**config.mk**
```make
export PLATFORM = sky130hd
export DESIGN_NAME = fpst_exec
export DESIGN_NICKNAME = d
export VERILOG_FILES = /design/src/rtl/fpst_pkg.sv /design/src/rtl/fpst_decode.sv /design/src/rtl/fpst_agen.sv /design/src/rtl/fpst_seq.sv /design/src/rtl/fpst_exec.sv
export SDC_FILE = /design/constraint.sdc
export NUM_CORES = 1
export LEC_CHECK = 0
export BUFFER_PORTS_ARGS = -buffer_cell sky130_fd_sc_hd__buf_2
export CORE_MARGIN = 5
export CORE_UTILIZATION = 47
export DETAILED_ROUTE_END_ITERATION = 8
export GPL_ROUTABILITY_DRIVEN = 0
export GPL_TIMING_DRIVEN = 0
export MAX_ROUTING_LAYER = met4
export PLACE_DENSITY_LB_ADDON = 0.2
export SETUP_SLACK_MARGIN = 0.3
export SYNTH_ARGS = -nofsm -noshare
export SYNTH_HDL_FRONTEND = slang
export SYNTH_HIERARCHICAL = 1
export SYNTH_SLANG_ARGS = --single-unit
export TNS_END_PERCENT = 50
```
**constraint.sdc**
```tcl
create_clock -name clk -period 5.3 [get_ports clk]
set_clock_uncertainty 0.15 [all_clocks]
set_input_delay 0.795 -clock clk [delete_from_list [all_inputs] [get_ports clk]]
set_output_delay 0.795 -clock clk [all_outputs]
set_load 0.005 [all_outputs]
```
**src/rtl/fpst_pkg.sv**
```systemverilog
package fpst_pkg;
  typedef enum logic [1:0] {
    SZ_NONE = 2'b00,
    SZ_HALF = 2'b01,
    SZ_WORD = 2'b10,
    SZ_DBL  = 2'b11
  } fpst_size_e;

  typedef enum logic [1:0] {
    ST_IDLE = 2'b00,
    ST_B1   = 2'b01,
    ST_B2   = 2'b10
  } fpst_state_e;

  typedef struct packed {
    logic       undef;
    logic       nop;
    fpst_size_e size;
    logic       add;
    logic [7:0] imm;
    logic [4:0] ridx;
    logic [3:0] bidx;
  } fpst_dec_t;

  localparam logic [3:0] COND_AL = 4'hE;
  localparam logic [3:0] COND_NV = 4'hF;
endpackage

```
**src/rtl/fpst_decode.sv**
```systemverilog
module fpst_decode
  import fpst_pkg::*;
#(
  parameter int HALF_COND_MODE = 0
) (
  input  logic [31:0] iw,
  input  logic        fp_on,
  input  logic        half_ok,
  output fpst_dec_t   dec
);
  logic [3:0] cond;
  logic       d_bit;
  logic [3:0] vd;
  logic       shape_ok;
  logic       half_nal;
  logic       half_undef;
  logic       half_nop;
  fpst_size_e sz;

  always_comb begin
    cond     = iw[31:28];
    d_bit    = iw[22];
    vd       = iw[15:12];
    sz       = fpst_size_e'(iw[9:8]);
    shape_ok = (iw[27:24] == 4'b1101) && (iw[21:20] == 2'b00) && (iw[11:10] == 2'b10);
    half_nal = (sz == SZ_HALF) && (cond != COND_AL);
  end

  generate
    if (HALF_COND_MODE == 0) begin : g_half_undef
      assign half_undef = half_nal;
      assign half_nop   = 1'b0;
    end else if (HALF_COND_MODE == 1) begin : g_half_exec
      assign half_undef = 1'b0;
      assign half_nop   = 1'b0;
    end else begin : g_half_nop
      assign half_undef = 1'b0;
      assign half_nop   = half_nal;
    end
  endgenerate

  always_comb begin
    dec.size  = sz;
    dec.add   = iw[23];
    dec.imm   = iw[7:0];
    dec.bidx  = iw[19:16];
    dec.ridx  = (sz == SZ_DBL) ? {d_bit, vd} : {vd, d_bit};
    dec.undef = !fp_on || !shape_ok || (cond == COND_NV) || (sz == SZ_NONE) ||
                ((sz == SZ_HALF) && !half_ok) || half_undef;
    dec.nop   = half_nop;
  end
endmodule

```
**src/rtl/fpst_agen.sv**
```systemverilog
module fpst_agen
  import fpst_pkg::*;
#(
  parameter int AW = 32
) (
  input  logic [AW-1:0] base,
  input  fpst_size_e    size,
  input  logic          add,
  input  logic [7:0]    imm,
  output logic [AW-1:0] addr
);
  localparam int PADH = AW - 9;
  localparam int PADW = AW - 10;

  logic [AW-1:0] off;

  always_comb begin
    if (size == SZ_HALF) off = {{PADH{1'b0}}, imm, 1'b0};
    else                 off = {{PADW{1'b0}}, imm, 2'b00};
    addr = add ? (base + off) : (base - off);
  end
endmodule

```
**src/rtl/fpst_seq.sv**
```systemverilog
module fpst_seq
  import fpst_pkg::*;
#(
  parameter int AW = 32
) (
  input  logic          clk,
  input  logic          rst,
  input  logic          go_write,
  input  logic          go_skip,
  input  logic          undef_in,
  input  fpst_size_e    size,
  input  logic [AW-1:0] addr_in,
  input  logic [63:0]   rdata,
  input  logic          big_end,
  input  logic          mw_ready,
  output logic          mw_valid,
  output logic [AW-1:0] mw_addr,
  output logic [31:0]   mw_data,
  output logic [3:0]    mw_be,
  output logic          busy,
  output logic          done,
  output logic          undef_o
);
  fpst_state_e st;
  logic        dbl_q;
  logic [31:0] hi_q;
  logic [31:0] first_w;
  logic [31:0] second_w;
  logic [3:0]  first_be;

  always_comb begin
    second_w = 32'h0;
    case (size)
      SZ_HALF: begin
        first_w  = addr_in[1] ? {rdata[15:0], 16'h0} : {16'h0, rdata[15:0]};
        first_be = addr_in[1] ? 4'b1100 : 4'b0011;
      end
      SZ_DBL: begin
        first_w  = big_end ? rdata[63:32] : rdata[31:0];
        second_w = big_end ? rdata[31:0]  : rdata[63:32];
        first_be = 4'b1111;
      end
      default: begin
        first_w  = rdata[31:0];
        first_be = 4'b1111;
      end
    endcase
  end

  always_ff @(posedge clk) begin
    if (rst) begin
      st       <= ST_IDLE;
      mw_valid <= 1'b0;
      mw_addr  <= '0;
      mw_data  <= '0;
      mw_be    <= '0;
      hi_q     <= '0;
      dbl_q    <= 1'b0;
      busy     <= 1'b0;
      done     <= 1'b0;
      undef_o  <= 1'b0;
    end else begin
      done    <= 1'b0;
      undef_o <= 1'b0;
      case (st)
        ST_IDLE: begin
          if (go_write) begin
            st       <= ST_B1;
            busy     <= 1'b1;
            mw_valid <= 1'b1;
            mw_addr  <= addr_in;
            mw_data  <= first_w;
            mw_be    <= first_be;
            hi_q     <= second_w;
            dbl_q    <= (size == SZ_DBL);
          end else if (go_skip) begin
            done    <= 1'b1;
            undef_o <= undef_in;
          end
        end
        ST_B1: begin
          if (mw_ready) begin
            if (dbl_q) begin
              st      <= ST_B2;
              mw_addr <= mw_addr + AW'(4);
              mw_data <= hi_q;
            end else begin
              st       <= ST_IDLE;
              mw_valid <= 1'b0;
              busy     <= 1'b0;
              done     <= 1'b1;
            end
          end
        end
        ST_B2: begin
          if (mw_ready) begin
            st       <= ST_IDLE;
            mw_valid <= 1'b0;
            busy     <= 1'b0;
            done     <= 1'b1;
          end
        end
        default: st <= ST_IDLE;
      endcase
    end
  end


  beat_hold_chk: assert property (@(posedge clk) disable iff (rst)
    (mw_valid && !mw_ready) |=> (mw_valid && $stable(mw_addr) && $stable(mw_data) && $stable(mw_be)));


  second_addr_chk: assert property (@(posedge clk) disable iff (rst)
    (st == ST_B1 && dbl_q && mw_valid && mw_ready) |=> (mw_valid && mw_addr == $past(mw_addr) + AW'(4)));


  valid_busy_chk: assert property (@(posedge clk) disable iff (rst)
    mw_valid |-> busy);


  undef_done_chk: assert property (@(posedge clk) disable iff (rst)
    undef_o |-> (done && !mw_valid));


  be_shape_chk: assert property (@(posedge clk) disable iff (rst)
    mw_valid |-> (mw_be == 4'b1111 || mw_be == 4'b0011 || mw_be == 4'b1100));


  done_idle_chk: assert property (@(posedge clk) disable iff (rst)
    done |-> !busy);
endmodule

```
**src/rtl/fpst_exec.sv**
```systemverilog
module fpst_exec
  import fpst_pkg::*;
#(
  parameter int AW             = 32,
  parameter int HALF_COND_MODE = 0
) (
  input  logic          clk,
  input  logic          rst,
  input  logic          instr_valid,
  input  logic [31:0]   instr_word,
  input  logic          cond_ok,
  input  logic          fp_on,
  input  logic          half_ok,
  input  logic          big_end,
  output logic [3:0]    base_idx,
  input  logic [AW-1:0] base_val,
  output logic [4:0]    rf_idx,
  output logic          rf_dbl,
  input  logic [63:0]   rf_rdata,
  output logic          mw_valid,
  input  logic          mw_ready,
  output logic [AW-1:0] mw_addr,
  output logic [31:0]   mw_data,
  output logic [3:0]    mw_be,
  output logic          busy,
  output logic          done,
  output logic          undef
);
  fpst_dec_t     dec;
  logic [AW-1:0] ea;
  logic          accept;
  logic          go_write;
  logic          go_skip;

  fpst_decode #(.HALF_COND_MODE(HALF_COND_MODE)) u_dec (
    .iw      (instr_word),
    .fp_on   (fp_on),
    .half_ok (half_ok),
    .dec     (dec)
  );

  fpst_agen #(.AW(AW)) u_agen (
    .base (base_val),
    .size (dec.size),
    .add  (dec.add),
    .imm  (dec.imm),
    .addr (ea)
  );

  always_comb begin
    base_idx = dec.bidx;
    rf_idx   = dec.ridx;
    rf_dbl   = (dec.size == SZ_DBL);
    accept   = instr_valid && !busy;
    go_write = accept && cond_ok && !dec.undef && !dec.nop;
    go_skip  = accept && !go_write;
  end

  fpst_seq #(.AW(AW)) u_seq (
    .clk      (clk),
    .rst      (rst),
    .go_write (go_write),
    .go_skip  (go_skip),
    .undef_in (dec.undef),
    .size     (dec.size),
    .addr_in  (ea),
    .rdata    (rf_rdata),
    .big_end  (big_end),
    .mw_ready (mw_ready),
    .mw_valid (mw_valid),
    .mw_addr  (mw_addr),
    .mw_data  (mw_data),
    .mw_be    (mw_be),
    .busy     (busy),
    .done     (done),
    .undef_o  (undef)
  );


  skip_no_write_chk: assert property (@(posedge clk) disable iff (rst)
    (go_skip && !busy) |=> (done && !mw_valid));


  start_busy_chk: assert property (@(posedge clk) disable iff (rst)
    go_write |=> (busy && mw_valid));
endmodule

```
==> metrics.txt, run 1 <==
# TYPE chip_impl_metric gauge
chip_impl_metric{name="drt-total-wl",unit="mm"} 28.8
chip_impl_metric{name="internal_power_summed_over_all_cells",unit="mW"} 1.53
chip_impl_metric{name="mappedNetlistNets",unit=""} 1243
chip_impl_metric{name="cts.sink_count",unit=""} 104
chip_impl_metric{name="post_route_cells_drive_above_1_share",unit="%"} 24.5
chip_impl_metric{name="grt_pass1_wl",unit="mm"} 44.3
chip_impl_metric{name="max-clock-path-buffers",unit=""} 2
chip_impl_metric{name="synth_sequential_area_ratio",unit="%"} 25.9
chip_impl_info{name="cpMostUsedCell",value="sky130_fd_sc_hd__buf_4"} 1
chip_impl_metric{name="path_max_fanout",unit=""} 10
chip_impl_metric{name="area_delta_synth_final",unit="%"} 23.9
chip_impl_metric{name="wl_per_cell",unit="um"} 19.0
chip_impl_info{name="post-synth-top-area-cell",value="sky130_fd_sc_hd__dfxtp_1"} 1
chip_impl_metric{name="timing.max_slew.rel_slack",unit="%"} 30.7
chip_impl_metric{name="dr.pass1.iters",unit=""} 6
chip_impl_metric{name="post-route-drc-count",unit=""} 0
chip_impl_metric{name="timing.final.crit_share",unit="%"} 91.7
chip_impl_metric{name="setup_slack_of_the_most_critical_reg_to_reg_path",unit="ns"} 2.31
chip_impl_metric{name="post_synth_inst_count",unit=""} 1069
chip_impl_metric{name="finish.instance_area",unit="sq um"} 9970
chip_impl_info{name="critPathTopFamily",value="compound AO/OA/AOI/OAI gates"} 1
chip_impl_metric{name="die_y",unit="um"} 141
chip_impl_metric{name="buffers_on_ports",unit=""} 202
chip_impl_metric{name="final_cells",unit=""} 1517
chip_impl_info{name="cp-endpoint",value="u_seq/mw_addr[17]$_SDFFE_PP0P_"} 1
chip_impl_metric{name="timing_hold_violations_final",unit=""} 0
chip_impl_metric{name="power.sequential.fraction",unit="%"} 36.7
chip_impl_metric{name="synth_edf_count",unit=""} 0
chip_impl_metric{name="maxCapViolations",unit=""} 0
chip_impl_metric{name="power.leakage",unit="nW"} 4.33
chip_impl_metric{name="switching_share",unit="%"} 28.1
chip_impl_metric{name="max_freq",unit="GHz"} 0.206
chip_impl_metric{name="ys_types",unit=""} 73
chip_impl_metric{name="setup_viol",unit=""} 0
chip_impl_info{name="startpoint_type",value="input port"} 1
chip_impl_info{name="highest_count_cells_in_the_layout_ignoring_fill_and_taps",value="sky130_fd_sc_hd__buf_2 (212), sky130_fd_sc_hd__nor2_1 (120), sky130_fd_sc_hd__a21oi_1 (115)"} 1
chip_impl_metric{name="worst_ir_drop_vdd",unit="V"} 0.000171
chip_impl_metric{name="timing.reg2reg.worst_path_depth",unit=""} 7
chip_impl_metric{name="global_route.overflow_total",unit=""} 0
chip_impl_info{name="crit_path_cell_trace",value="buf_2, buf_4, nor2b_2, buf_4, nand2_2, ha_4, nand2b_4, or3_4, a211oi_4, and2_1, ha_1, inv_1, o21ai_0, ha_2, a211o_1, a21oi_1, o21ai_2, a31o_1, a21o_1, a221oi_2, xnor2_1, a22oi_1, a31oi_1"} 1
chip_impl_metric{name="hold_slack",unit="ns"} 0.304
chip_impl_info{name="layout.cells.most_common",value="sky130_fd_sc_hd__buf_2"} 1
chip_impl_info{name="clock_tree_from_tritoncts",value="yes"} 1
chip_impl_metric{name="floorplan.initialDensity",unit="%"} 48.2
chip_impl_metric{name="fp.coreArea",unit="sq um"} 16700
chip_impl_metric{name="detail-route-antenna-nets",unit=""} 0
chip_impl_metric{name="ios",unit=""} 218
chip_impl_info{name="root_buffer",value="sky130_fd_sc_hd__clkbuf_16"} 1
chip_impl_metric{name="setup-tns-final",unit="ns"} 0
chip_impl_metric{name="nets",unit=""} 1466
chip_impl_info{name="critical-path-slowest-cell",value="sky130_fd_sc_hd__or3_4"} 1
chip_impl_metric{name="critical_path_cell_count",unit=""} 23
chip_impl_metric{name="netSwitchingPower",unit="mW"} 0.599
chip_impl_metric{name="ctsHoldBuffers",unit=""} 0
chip_impl_metric{name="place_worst_setup_slack",unit="ns"} -0.735
chip_impl_metric{name="post-route-worst-setup-slack",unit="ns"} 0.440
chip_impl_metric{name="postLayoutCoreUtil",unit="%"} 59.7
chip_impl_metric{name="clk_pin_slew_worst_paths",unit="ns"} 0.07
chip_impl_info{name="r2r_end",value="u_seq/mw_addr[16]$_SDFFE_PP0P_"} 1
chip_impl_metric{name="clkLatencyLatePin",unit="ns"} 0.35
chip_impl_metric{name="cts_inserted_buffers",unit=""} 9
chip_impl_metric{name="worst-endpoint-arrival",unit="ns"} 4.99
chip_impl_metric{name="timing.final.crit_period",unit="ns"} 4.86
chip_impl_info{name="ys_dominant_reg_cell",value="sky130_fd_sc_hd__dfxtp_1"} 1
chip_impl_metric{name="rows",unit=""} 47
chip_impl_metric{name="routed-via-count",unit=""} 9119
chip_impl_metric{name="worst_ep_required_time",unit="ns"} 5.43
chip_impl_metric{name="grt_usage",unit="%"} 28.3
chip_impl_metric{name="first_global_vias",unit=""} 8613
chip_impl_metric{name="dpl_cell_area",unit="sq um"} 9340
chip_impl_metric{name="comb_power_share",unit="%"} 25.5
chip_impl_metric{name="worst_slew_pin_slew",unit="ns"} 1.03
chip_impl_metric{name="drv_slew",unit=""} 0
chip_impl_metric{name="synth_async_sr_flop_share",unit="%"} 0
chip_impl_metric{name="synth_area_per_cell",unit="sq um"} 7.53
chip_impl_info{name="critPathKind",value="in -> reg"} 1
chip_impl_metric{name="deepest_level_of_the_cts_h_tree",unit=""} 3
chip_impl_info{name="worst_setup_path_end_kind",value="flip-flop"} 1
chip_impl_metric{name="post-place-cells",unit=""} 1491
chip_impl_info{name="rsz0062_at_grt",value="true"} 1
chip_impl_metric{name="yosys_register_bits",unit=""} 104
chip_impl_metric{name="hpwl",unit="mm"} 22.1
chip_impl_info{name="worst_hold_path_type",value="reg -> reg"} 1
chip_impl_metric{name="synth.yosys.warnings",unit=""} 6
chip_impl_metric{name="post-layout-total-power",unit="mW"} 2.13
chip_impl_metric{name="path_buf_inv",unit=""} 4
chip_impl_info{name="synthTopCellsByArea",value="sky130_fd_sc_hd__dfxtp_1 (26%), sky130_fd_sc_hd__a21oi_1 (7.6%), sky130_fd_sc_hd__ha_1 (5.8%)"} 1
chip_impl_metric{name="vias_per_cell",unit=""} 6.01
chip_impl_metric{name="design.die.area",unit="sq um"} 19800
chip_impl_metric{name="fp.dieW",unit="um"} 141
chip_impl_info{name="outcome",value="complete, no violations"} 1
chip_impl_metric{name="pin_count_of_the_biggest_net_entering_global_routing",unit=""} 17
chip_impl_metric{name="crit_path_largest_cell_delay",unit="ns"} 0.40
chip_impl_metric{name="area_of_the_mapped_netlist",unit="sq um"} 8050
chip_impl_metric{name="antenna_violations_before_repair",unit=""} 0
chip_impl_info{name="r2r_start",value="u_seq/st[1]$_SDFFE_PP0P_"} 1
chip_impl_metric{name="power_density",unit="nW/um^2"} 214
chip_impl_metric{name="synth_largest_type_area_fraction",unit="%"} 25.9
chip_impl_metric{name="drt-initial-drc-count",unit=""} 838
chip_impl_metric{name="p_clk_share",unit="%"} 37.8
chip_impl_info{name="cp-startpoint",value="instr_word[8]"} 1
[tightest hold or removal path, stage by stage, from the launching register on]
cell and delay, ns:
sky130_fd_sc_hd__dfxtp_1 0.31, sky130_fd_sc_hd__nand2_1 0.05, sky130_fd_sc_hd__a21oi_1 0.05
[timing repair]
action / 4_1_cts / 5_1_grt
setup endpoints to repair: 20 / 14
pin swaps: 6 / 15
setup buffers: 2 / 8
resized for setup: 23 / 23
[power by group through the flow]
stage               sequential [mW]  combinational (mW)  clock (mW)
global route                  0.782               0.592       0.848
CTS                           0.782               0.512       0.814
detailed placement            0.800               0.496           0
finish                        0.782               0.545       0.806
floorplan                     0.800               0.344           0
global placement              0.800               0.492           0
[layout make-up]
cell class / instances / area (sq um)
buffer: 91 / 453
clock buffer: 10 / 229
antenna: 1 / 2.50
tap: 220 / 275
fill: 1641 / 6730
sequential: 104 / 2080
multi-input combinational: 855 / 5640
timing repair buffer: 212 / 1090
inverter: 19 / 71.3
clock inverter: 5 / 129
[cell usage after synthesis, drive strengths merged, types with 23 or more instances]
library cell / number
mux2i: 39
nor2: 121
clkbuf: 59
nand2: 90
a21o: 39
nand3: 25
buf: 32
a21oi: 123
nor3: 24
dfxtp: 104
o21ai: 79
ha: 37
xnor2: 23
[worst min-delay path by stage]
stage	slack (ns)	start	to	cells past startpoint
finish	0.30	u_seq/mw_data[23]$_SDFFE_PP0P_	u_seq/mw_data[23]$_SDFFE_PP0P_	2
global route	0.32	u_seq/mw_data[29]$_SDFFE_PP0P_	u_seq/mw_data[29]$_SDFFE_PP0P_	2
CTS	0.30	u_seq/mw_data[23]$_SDFFE_PP0P_	u_seq/mw_data[23]$_SDFFE_PP0P_	2
detailed placement	0.29	u_seq/mw_data[23]$_SDFFE_PP0P_	u_seq/mw_data[23]$_SDFFE_PP0P_	2
global placement	0.29	u_seq/mw_data[23]$_SDFFE_PP0P_	u_seq/mw_data[23]$_SDFFE_PP0P_	2
floorplan	0.30	u_seq/hi_q[18]$_SDFFE_PP0P_	u_seq/hi_q[18]$_SDFFE_PP0P_	2
[sequential cells by signal (all words and copies together), names as in the netlist]
signal	flops
u_seq/hi_q	32
u_seq/mw_addr	32
u_seq/mw_data	32
u_seq/mw_be	2
u_seq/st	2
u_seq/busy	1
u_seq/dbl_q	1
u_seq/done	1
u_seq/undef_o	1
[logic make-up (layout without fill, tap and decap cells)]
group,after synthesis,count (layout),share of synthesized area (%)
AOI/OAI and AO/OA,369,369,29.5
xor gates and xnor gates,31,31,3.37
adders and majority gates,38,38,6.00
buffers and inverters,110,337,6.22
DFF,104,104,25.9
muxes,48,48,6.11
other,1,2,0.0466
and+or+nand+nor,368,368,22.9
[metal layers]
metal / track usage [%] / share of wire (%)
met1: 35.0 / 40
met2: 45.5 / 46
met3: 4.40 / 9.5
met4: 12.9 / 4.3
met5: - / 0
Power figures use the tool's default switching activity.
==> inputs of run 2 (changes only) <==
--- a/config.mk
+++ b/config.mk
@@ -16,6 +16,5 @@
 export SETUP_SLACK_MARGIN = 0.3
 export SYNTH_ARGS = -nofsm -noshare
 export SYNTH_HDL_FRONTEND = slang
-export SYNTH_HIERARCHICAL = 1
 export SYNTH_SLANG_ARGS = --single-unit
 export TNS_END_PERCENT = 50
==> constraint.sdc (replaced) <==
create_clock -name clk -period 5.3 [get_ports clk]
set_clock_uncertainty 0.15 [all_clocks]
set_input_delay 1.06 -clock clk [delete_from_list [all_inputs] [get_ports clk]]
set_output_delay 1.06 -clock clk [all_outputs]
set_load 0.005 [all_outputs]
==> metrics.txt, run 2 <==
# TYPE chip_impl_metric gauge
chip_impl_info{name="biggest_regs",value="u_seq.hi_q: 32 flops, u_seq.mw_addr: 32 flops, u_seq.mw_data: 32 flops"} 1
chip_impl_metric{name="buffers_on_ports",unit=""} 210
chip_impl_metric{name="clkLatencyLatePin",unit="ns"} 0.35
chip_impl_info{name="startpoint_type",value="input port"} 1
chip_impl_info{name="clock_tree_from_tritoncts",value="yes"} 1
chip_impl_metric{name="fillers",unit=""} 1604
chip_impl_metric{name="deepest_level_of_the_cts_h_tree",unit=""} 3
chip_impl_metric{name="critical_path_cell_count",unit=""} 21
chip_impl_metric{name="timing.reg2reg.worst_path_depth",unit=""} 11
chip_impl_metric{name="worst_ir_drop_vdd",unit="V"} 0.000138
chip_impl_info{name="ys_dominant_reg_cell",value="sky130_fd_sc_hd__dfxtp_1"} 1
chip_impl_info{name="layout.cells.most_common",value="sky130_fd_sc_hd__buf_2"} 1
chip_impl_metric{name="nets",unit=""} 1480
chip_impl_metric{name="antenna_cells_inserted",unit=""} 0
chip_impl_info{name="yosysMostFrequentCell",value="sky130_fd_sc_hd__a21oi_1"} 1
chip_impl_metric{name="timing_hold_violations_final",unit=""} 0
chip_impl_metric{name="timing.final.crit_share",unit="%"} 91.4
chip_impl_metric{name="post-layout-total-power",unit="mW"} 2.08
chip_impl_metric{name="cts.sink_count",unit=""} 104
chip_impl_metric{name="path_buf_inv",unit=""} 4
chip_impl_info{name="hold_end",value="u_seq.mw_data[10]$_SDFFE_PP0P_"} 1
chip_impl_info{name="rsz0062_at_grt",value="false"} 1
chip_impl_info{name="synthTopCellsByArea",value="sky130_fd_sc_hd__dfxtp_1 (27%), sky130_fd_sc_hd__a21oi_1 (10%), sky130_fd_sc_hd__nand2_1 (6.7%)"} 1
chip_impl_metric{name="synth_sequential_area_ratio",unit="%"} 26.7
chip_impl_info{name="ys_top_cells_by_count",value="sky130_fd_sc_hd__a21oi_1 (156), sky130_fd_sc_hd__nand2_1 (139), sky130_fd_sc_hd__dfxtp_1 (104)"} 1
chip_impl_metric{name="area_delta_synth_final",unit="%"} 25.5
chip_impl_metric{name="fp.dieW",unit="um"} 139
chip_impl_metric{name="post_synth_inst_count",unit=""} 1063
chip_impl_metric{name="maxCapViolations",unit=""} 0
chip_impl_info{name="outcome",value="complete, no violations"} 1
chip_impl_metric{name="detail-route-antenna-nets",unit=""} 0
chip_impl_metric{name="synth_edf_count",unit=""} 0
chip_impl_metric{name="ys_types",unit=""} 82
chip_impl_metric{name="first_global_vias",unit=""} 8212
chip_impl_metric{name="hold_path_depth",unit=""} 2
chip_impl_metric{name="antenna_violations_before_repair",unit=""} 0
chip_impl_metric{name="dr.pass1.iters",unit=""} 8
chip_impl_metric{name="pin_count_of_the_biggest_net_entering_global_routing",unit=""} 19
chip_impl_metric{name="timing.final.crit_period",unit="ns"} 4.84
chip_impl_metric{name="worst_ep_required_time",unit="ns"} 5.37
chip_impl_metric{name="worst-endpoint-arrival",unit="ns"} 4.92
chip_impl_metric{name="synth_area_per_cell",unit="sq um"} 7.35
chip_impl_metric{name="drt-initial-drc-count",unit=""} 767
chip_impl_metric{name="setup_viol",unit=""} 0
chip_impl_metric{name="yosys_register_bits",unit=""} 104
chip_impl_metric{name="cts_inserted_buffers",unit=""} 9
chip_impl_metric{name="floorplan.initialDensity",unit="%"} 47.4
chip_impl_metric{name="drv_slew",unit=""} 0
chip_impl_metric{name="setup-tns-final",unit="ns"} 0
chip_impl_metric{name="clk_pin_slew_worst_paths",unit="ns"} 0.07
chip_impl_metric{name="mappedNetlistNets",unit=""} 1237
chip_impl_metric{name="grt_pass1_wl",unit="mm"} 43.3
chip_impl_info{name="root_buffer",value="sky130_fd_sc_hd__clkbuf_16"} 1
chip_impl_info{name="r2r_end",value="u_seq.mw_data[30]$_SDFFE_PP0P_"} 1
chip_impl_metric{name="post-route-drc-count",unit=""} 0
chip_impl_metric{name="timing.max_slew.rel_slack",unit="%"} 43.5
chip_impl_metric{name="power_density",unit="nW/um^2"} 213
chip_impl_info{name="r2r_start",value="u_seq.st[1]$_SDFFE_PP0P_"} 1
chip_impl_info{name="worst_setup_path_end_kind",value="flip-flop"} 1
chip_impl_metric{name="finish.instance_area",unit="sq um"} 9810
chip_impl_info{name="critPathTopFamily",value="compound AO/OA/AOI/OAI gates"} 1
chip_impl_metric{name="power.leakage",unit="nW"} 4.13
chip_impl_metric{name="synth.yosys.warnings",unit=""} 0
chip_impl_metric{name="hpwl",unit="mm"} 21.5
chip_impl_info{name="critPathKind",value="in -> reg"} 1
chip_impl_metric{name="area_of_the_mapped_netlist",unit="sq um"} 7810
chip_impl_metric{name="dpl_cell_area",unit="sq um"} 9140
chip_impl_metric{name="crit_path_largest_cell_delay",unit="ns"} 0.40
chip_impl_metric{name="max_freq",unit="GHz"} 0.207
chip_impl_metric{name="die_y",unit="um"} 139
chip_impl_metric{name="drt-total-wl",unit="mm"} 27.9
chip_impl_metric{name="design.die.area",unit="sq um"} 19300
chip_impl_metric{name="ios",unit=""} 218
chip_impl_metric{name="post_route_cells_drive_above_1_share",unit="%"} 24.3
chip_impl_metric{name="synth_largest_type_area_fraction",unit="%"} 26.7
chip_impl_metric{name="setup_slack_of_the_most_critical_reg_to_reg_path",unit="ns"} 1.98
chip_impl_info{name="post-synth-top-area-cell",value="sky130_fd_sc_hd__dfxtp_1"} 1
chip_impl_metric{name="grt_usage",unit="%"} 27.9
chip_impl_metric{name="rows",unit=""} 47
chip_impl_metric{name="synth_async_sr_flop_share",unit="%"} 0
chip_impl_metric{name="global_route.overflow_total",unit=""} 0
chip_impl_metric{name="vias_per_cell",unit=""} 5.83
chip_impl_info{name="critical-path-slowest-cell",value="sky130_fd_sc_hd__a2111oi_4"} 1
chip_impl_info{name="crit_path_cell_trace",value="buf_12, nor2b_4, buf_6, mux2i_2, ha_2, nand2b_1, a21oi_2, and4bb_4, buf_4, a31oi_4, ha_2, and4_4, nand4_4, a2111oi_4, nor2_4, a311oi_4, nand3_2, o21a_1, buf_4, mux2i_1, o221ai_1"} 1
chip_impl_metric{name="fp.coreArea",unit="sq um"} 16500
chip_impl_metric{name="routed-via-count",unit=""} 8932
chip_impl_info{name="highest_count_cells_in_the_layout_ignoring_fill_and_taps",value="sky130_fd_sc_hd__buf_2 (212), sky130_fd_sc_hd__a21oi_1 (153), sky130_fd_sc_hd__nand2_1 (138)"} 1
chip_impl_info{name="worst_hold_path_type",value="reg -> reg"} 1
chip_impl_metric{name="worst_slew_pin_slew",unit="ns"} 0.847
chip_impl_info{name="worst_hold_startpoint",value="u_seq.mw_data[10]$_SDFFE_PP0P_"} 1
chip_impl_metric{name="max-clock-path-buffers",unit=""} 2
chip_impl_metric{name="wl_per_cell",unit="um"} 18.3
chip_impl_metric{name="path_max_fanout",unit=""} 7
==> run 2: power by group <==
part | internal [mW] | switching [mW]
clock network | 0.371 | 0.325
logic | 0.254 | 0.337
registers | 0.788 | 0.00771
==> run 2: timing repair <==
item	in CTS	in global routing
setup buffers	12	10
resized for setup	8	34
endpoints found under the setup margin	5	11
hold buffers	0	0
pin swaps	7	22
==> run 2: worst max-delay path by stage <==
| stage | start | end | slack [ns] |
|---|---|---|---|
| after floorplan | instr_word[8] | u_seq.mw_addr[30]$_SDFFE_PP0P_ | 0.31 |
| after global placement | instr_word[9] | u_seq.mw_addr[30]$_SDFFE_PP0P_ | -0.19 |
| after detailed placement | instr_word[9] | u_seq.mw_addr[30]$_SDFFE_PP0P_ | -0.23 |
| after CTS | instr_word[9] | u_seq.mw_addr[27]$_SDFFE_PP0P_ | 0.31 |
| after global routing | instr_word[8] | u_seq.mw_addr[31]$_SDFFE_PP0P_ | 0.30 |
| final | instr_word[8] | u_seq.mw_addr[31]$_SDFFE_PP0P_ | 0.46 |
==> run 2: worst register-to-register path, delay by kind of cell, from the launching register on <==
kind            cells  cell delay (ns)
fa+ha+maj           1             0.13
compound gates      2             0.34
buf+inv             5             1.92
simple gates        3             0.30
flops               1             0.34
==> run 2: through the flow <==
stage | hold slack (ns) | utilization, % | cells | setup WS (ns)
finish | 0.302 | 59.6 | 1531 | 0.458
detailed placement | 0.294 | 55.5 | 1493 | -0.233
global placement | 0.290 | 55.5 | 1493 | -0.193
CTS | 0.305 | 58.1 | 1521 | 0.311
floorplan | 0.298 | - | 1063 | 0.305
global route | 0.319 | 59.6 | 1531 | 0.296
==> run 2: logic make-up (layout without fill, tap and decap cells) <==
logic type,Yosys count,count (layout),synth area share (%)
flip-flops,104,104,26.7
XOR/XNOR,28,28,3.14
AND/OR/NAND/NOR,378,378,22.7
multiplexers,44,44,5.72
buffers and inverters,111,359,5.97
adder cells (fa/ha/maj),38,38,6.18
AO/OA/AOI/OAI,360,360,29.6
==> run 2: layout make-up <==
type | instances | area [sq um] | share of cell area (%)
plain buffers | 78 | 352 | 3.59
clock buffers | 9 | 225 | 2.30
clock inverters | 7 | 77.6 | 0.791
inverters | 33 | 124 | 1.26
multi-input cells | 848 | 5440 | 55.4
flip-flops and latches | 104 | 2080 | 21.2
well taps | 220 | 275 | 2.81
repair buffers | 232 | 1230 | 12.6
==> run 2: layer usage <==
layer / routed length, um / global-route usage [%] / part of all wire [%] / up-vias
met5: 0 / - / 0 / -
met1: 11900 / 35.6 / 43 / 4103
met2: 13100 / 46.2 / 47 / 421
met3: 2140 / 4.34 / 7.7 / 60
li1: - / - / - / 4348
met4: 744 / 7.88 / 2.7 / 0
